File: src/rtl/bopc_pkg.sv
package bopc_pkg;

   // How a count is turned into its power-of-two term.
   typedef enum logic [0:0] {
      TERM_PRIO   = 1'b0,   // leading one of (N-1), plus one
      TERM_LADDER = 1'b1    // smallest threshold 2^k that is not below N
   } term_style_e;

   // How the base is scaled by the summed terms.
   typedef enum logic [0:0] {
      SCALE_SHIFT = 1'b0,   // shift-add over the bits of the sum
      SCALE_MULT  = 1'b1    // a single multiply
   } scale_style_e;

endpackage

File: src/rtl/bopc_term.sv
module bopc_term
   import bopc_pkg::*;
#(
   parameter int          CNT_W = 8,
   parameter term_style_e STYLE = TERM_PRIO
) (
   input  logic [CNT_W-1:0] cnt_i,
   output logic [CNT_W:0]   term_o
);

   localparam int EXP_W = $clog2(CNT_W + 1);

   logic             nz;
   logic [EXP_W-1:0] expo;

   assign nz = |cnt_i;

   generate
      if (CNT_W < 1) begin : g_bad_width
         $error("bopc_term: CNT_W must be at least 1");
      end

      if (STYLE == TERM_PRIO) begin : g_prio
         logic [CNT_W-1:0] dec;
         assign dec = cnt_i - CNT_W'(1);
         always_comb begin
            expo = '0;
            for (int i = 0; i < CNT_W; i++) begin
               if (dec[i]) expo = EXP_W'(i + 1);
            end
         end
      end else begin : g_ladder
         always_comb begin
            expo = '0;
            for (int k = CNT_W; k >= 0; k--) begin
               if ({1'b0, cnt_i} <= ((CNT_W+1)'(1) << k)) expo = EXP_W'(k);
            end
         end
      end
   endgenerate

   assign term_o = nz ? ((CNT_W+1)'(1) << expo) : '0;

endmodule

File: src/rtl/bopc_scale.sv
module bopc_scale
   import bopc_pkg::*;
#(
   parameter int           BASE_W = 16,
   parameter int           SUM_W  = 10,
   parameter scale_style_e STYLE  = SCALE_SHIFT,
   localparam int          OUT_W  = BASE_W + SUM_W
) (
   input  logic [BASE_W-1:0] base_i,
   input  logic [SUM_W-1:0]  sum_i,
   output logic [OUT_W-1:0]  prod_o
);

   generate
      if (BASE_W < 1 || SUM_W < 2) begin : g_bad_width
         $error("bopc_scale: widths too small");
      end

      if (STYLE == SCALE_SHIFT) begin : g_shift
         logic [OUT_W-1:0] part [SUM_W];
         for (genvar i = 0; i < SUM_W; i++) begin : g_part
            assign part[i] = sum_i[i] ? (OUT_W'(base_i) << i) : '0;
         end
         always_comb begin
            prod_o = '0;
            for (int i = 0; i < SUM_W; i++) prod_o = prod_o + part[i];
         end
      end else begin : g_mult
         assign prod_o = OUT_W'(base_i) * OUT_W'(sum_i);
      end
   endgenerate

endmodule

File: src/rtl/backoff_period_calc.sv
module backoff_period_calc
   import bopc_pkg::*;
#(
   parameter int           CNT_W       = 8,
   parameter int           BASE_W      = 16,
   parameter term_style_e  TERM_STYLE  = TERM_PRIO,
   parameter scale_style_e SCALE_STYLE = SCALE_SHIFT,
   localparam int          SUM_W       = CNT_W + 2,
   localparam int          OUT_W       = BASE_W + SUM_W
) (
   input  logic              clk,
   input  logic              rst_n,
   input  logic              start_i,
   input  logic [CNT_W-1:0]  abort_cnt_i,
   input  logic [CNT_W-1:0]  renew_cnt_i,
   input  logic [BASE_W-1:0] base_i,
   output logic [OUT_W-1:0]  period_o,
   output logic              done_o
);

   generate
      if (CNT_W < 1 || CNT_W > 16) begin : g_bad_cnt
         $error("backoff_period_calc: CNT_W out of range");
      end
      if (BASE_W < 1 || BASE_W > 32) begin : g_bad_base
         $error("backoff_period_calc: BASE_W out of range");
      end
   endgenerate

   logic [CNT_W:0]    term_abort;
   logic [CNT_W:0]    term_renew;
   logic [SUM_W-1:0]  term_sum;
   logic [OUT_W-1:0]  prod;

   bopc_term #(.CNT_W(CNT_W), .STYLE(TERM_STYLE)) u_term_abort (
      .cnt_i  (abort_cnt_i),
      .term_o (term_abort)
   );

   bopc_term #(.CNT_W(CNT_W), .STYLE(TERM_STYLE)) u_term_renew (
      .cnt_i  (renew_cnt_i),
      .term_o (term_renew)
   );

   assign term_sum = SUM_W'(term_abort) + SUM_W'(term_renew);

   bopc_scale #(.BASE_W(BASE_W), .SUM_W(SUM_W), .STYLE(SCALE_STYLE)) u_scale (
      .base_i (base_i),
      .sum_i  (term_sum),
      .prod_o (prod)
   );

   always_ff @(posedge clk or negedge rst_n) begin
      if (!rst_n) begin
         period_o <= '0;
         done_o   <= 1'b0;
      end else begin
         done_o <= start_i;
         if (start_i) period_o <= prod;
      end
   end

endmodule

File: config.mk
export PLATFORM = sky130hd
export DESIGN_NAME = backoff_period_calc
export DESIGN_NICKNAME = d
export VERILOG_FILES = /design/src/rtl/bopc_pkg.sv /design/src/rtl/bopc_term.sv /design/src/rtl/bopc_scale.sv /design/src/rtl/backoff_period_calc.sv
export SDC_FILE = /design/constraint.sdc
export NUM_CORES = 1
export LEC_CHECK = 0
export CORE_ASPECT_RATIO = 0.6
export CORE_UTILIZATION = 40
export DETAILED_ROUTE_END_ITERATION = 8
export DONT_BUFFER_PORTS = 1
export GPL_TIMING_DRIVEN = 0
export PLACE_DENSITY_LB_ADDON = 0.08
export RECOVER_POWER = 100
export SYNTH_ARGS = -nofsm -noshare
export SYNTH_HDL_FRONTEND = slang
export SYNTH_SLANG_ARGS = --single-unit
File: constraint.sdc
create_clock -name clk -period 0.9 [get_ports clk]
set_input_delay 0 -clock clk [delete_from_list [all_inputs] [get_ports clk]]
set_output_delay 0 -clock clk [all_outputs]
set_load 0.1 [all_outputs]
==> impl_results.md <==
- Switching pwr: 10100 µW
- RSZ-0062 raised after global routing: yes
- Synth Cell Area: 7360 µm²
- Fmax: 140 MHz
- Vias per inst: 5.29
- Internal power: 8240 µW
- Die X: 177 µm
- Final ANT Viol Nets: 0
- Tot Pwr: 18300 µW
- Number of flops mapped to enable cells by yosys: 0
- GPL Wtd Cong: 0.902
- Crit path launch type: input pin
- Final setup margin: -6.24 ns
- DR DRC count: 0
- Initial DRC count: 288
- Post-synth top cells: inv_1, fa_1, nand2_1
- Comb pwr share: 65.0%
- Vias in the first global route: 6368
- Net Sw Frac: 55.0%
- Setup TNS: -133.35 ns
- Yosys warnings: 0
- Full die area: 19000 µm²
- Skew final: 0 ns
- Final slew viol count: 0
- Setup WS pre-CTS: -7.26 ns
- IO Port Bufs: 0
- Total CTS buffers: 3
- Syn Inst Count: 841
- Critical Path Sink Type: flop
- Status: complete, but fails checks
- Clk sink count: 27
- Hpwl dp: 15400 µm
- Yosys cell types: 66
- Starting density of the core: 41.9%
- I/O pin cnt: 62
- TritonCTS clock tree: yes
- Layout area overhead: 30.9%
- Top-count cell post-synth: inv_1
- Global-route wire length before repair: 33100 µm
- Finished Cell Area: 9630 µm²
- R2R Setup Slk: -0.26 ns
- Critical Path Fanout Max: 5
- WL/cell: 17.3 µm
- Fraction of the cycle the final worst path needs: 793%
- # rows: 37
- Core Area: 17500 µm²
- Setup Viol. Count Final: 26
- Rel. slew slack: 44.2%
- VDD IR max: 1.67 mV
- Initial antenna violation count: 0
- Final hold violations: 0
- Placed inst area: 7930 µm²
- Failing checks: setup timing
- FF+latch count, synth: 27
- Leakage power: 0.00435 µW
- Top area cells in the synthesized netlist: fa_1, ha_1, dfrtp_1, and2_1, inv_1
- Clk root buf: clkbuf_16
- Wirelength, routed: 20000 µm
- Fraction of registers with async set or reset after synthesis: 100%
- Clock Latency Late Sink: 0.27 ns
- Overall Global Routing Usage: 22.1%
- Routed vias: 6112
- Share of the synthesized area in the top cell type: 31.3%
- Slew @ Worst Pin: 0.837 ns
- Die height: 107 µm
- Ys flop type: dfrtp_1
- Layout cells sized above 1: 32.8%
- PwrDens: 1900 nW/µm²
- Slowest CP cell: fa_2
- Reg clk slew, reported paths: 0.07 ns
- Total Nets Final: 1142
- Yosys top cell by area: fa_1
- Crit path largest cell delay: 0.55 ns
- Worst hold path type: in2reg
- CTS Buffer Depth: 2
- Final critical-path required period: 7.14 ns
- CTS H-Tree Depth: 1
- First-pass DRT Iterations: 5
- Crit path kind: in2reg
- Seq/Total Area, Yosys: 9.18%
- Clock power share: 5.7%
- Worst path required time: 1.05 ns
- Pin count of the biggest net entering global routing: 28
- Sequential power share: 29.3%
- Synth Net Count: 1061
- Maxcap violations: 0
- Syn avg cell area: 8.75 µm²
- Worst endpoint data arrival time: 7.29 ns
- Total global routing overflow: 0
==> timing repair <==
| action | CTS | global route |
|---|---|---|
| pin swaps | 69 | 88 |
| resized for setup | 158 | 116 |
| hold buffers | 3 | 0 |
| gates cloned | 2 | 1 |
| endpoints found under the hold margin | 28 | 0 |
| buffers inserted | 44 | 31 |
| endpoints found under the setup margin | 53 | 53 |
==> layout by cell type (no fill, tap or decap), types with 7 or more instances in the layout <==
cell,synthesis,final
fa_1,115,102
inv_1,124,101
nand2_1,102,94
and2_1,87,81
buf_4,0,51
ha_1,70,45
dfrtp_4,0,27
buf_6,1,26
clkbuf_1,35,24
nor2_1,29,23
inv_2,0,23
ha_4,0,22
nand2b_1,20,20
mux2_4,1,15
fa_2,0,13
a21o_1,12,12
nand3_1,14,11
xnor2_1,18,10
a21oi_2,1,10
o21ai_1,2,10
a21oi_1,24,10
o21ai_0,23,7
xor2_1,8,7
nand2_2,0,7
mux2_2,21,7
==> power by group through the flow <==
stage	Combinational [µW]	Sequential [µW]	Clock, µW
2_1_floorplan	7410	4960	0
3_3_place_gp	9240	5040	0
3_5_place_dp	9280	5060	0
4_1_cts	10500	5370	1080
5_1_grt	13300	5430	1140
6_report	11900	5360	1050
==> registers in the layout, summed over array words and instances, names as in the netlist <==
name and cells:
period_o 26, done_o 1
==> through the flow <==
stage | instances | hold slack (ns) | util [%]
global placement | 1075 | -0.295 | 45.2
floorplan | 841 | -0.296 | -
CTS | 1126 | 0.0189 | 51.3
finish | 1156 | 0.0190 | 54.9
global route | 1155 | 0.0546 | 54.9
detailed placement | 1075 | -0.295 | 45.2
==> routing by layer <==
layer / routed length (µm) / part of all wire (%) / GRT usage [%]
met1: 10500 / 52 / 34.3
met2: 8480 / 42 / 33.4
met3: 986 / 4.9 / 3.94
met4: 98 / 0.49 / 0.677
met5: 0 / 0 / 0
==> area by class of cell <==
cell class,instances,area [µm²]
Fill cell,1534,7920
Multi-Input combinational cell,649,7050
Sequential cell,27,777
Timing Repair Buffer,78,687
Inverter,125,469
Tap cell,234,293
Buffer,38,273
Clock buffer,3,75.1
Clock inverter,1,5.00
Antenna cell,1,2.50
==> logic make-up after synthesis <==
logic type / share of synthesized area (%)
AND/OR/NAND/NOR: 20.6
multiplexers: 4.91
XOR/XNOR: 3.09
flip-flops: 9.18
adder cells (fa/ha/maj): 43.2
buffers and inverters: 8.79
AO/OA/AOI/OAI: 10.2
==> critical path: cells and delay by family <==
| kind | cells | cell delay (ns) |
|---|---|---|
| adders and majority gates | 8 | 3.35 |
| AOI/OAI and AO/OA | 11 | 2.22 |
| and+or+nand+nor | 5 | 0.98 |
| buffers and inverters | 5 | 0.46 |
| muxes | 1 | 0.24 |
==> final timing paths <==
| check | cells after the start | startpoint | to |
|---|---|---|---|
| hold reg to reg | 2 | period_o[21] | period_o[21] |
| hold / removal | 2 | start_i | period_o[21] |
| setup reg to reg | 2 | period_o[23] | period_o[23] |
| setup / recovery | 30 | abort_cnt_i[2] | period_o[24] |
| min in group asynchronous | 2 | rst_n | period_o[1] |
| max in group asynchronous | 2 | rst_n | period_o[15] |
No activity file was read; power rests on OpenSTA's default activity.
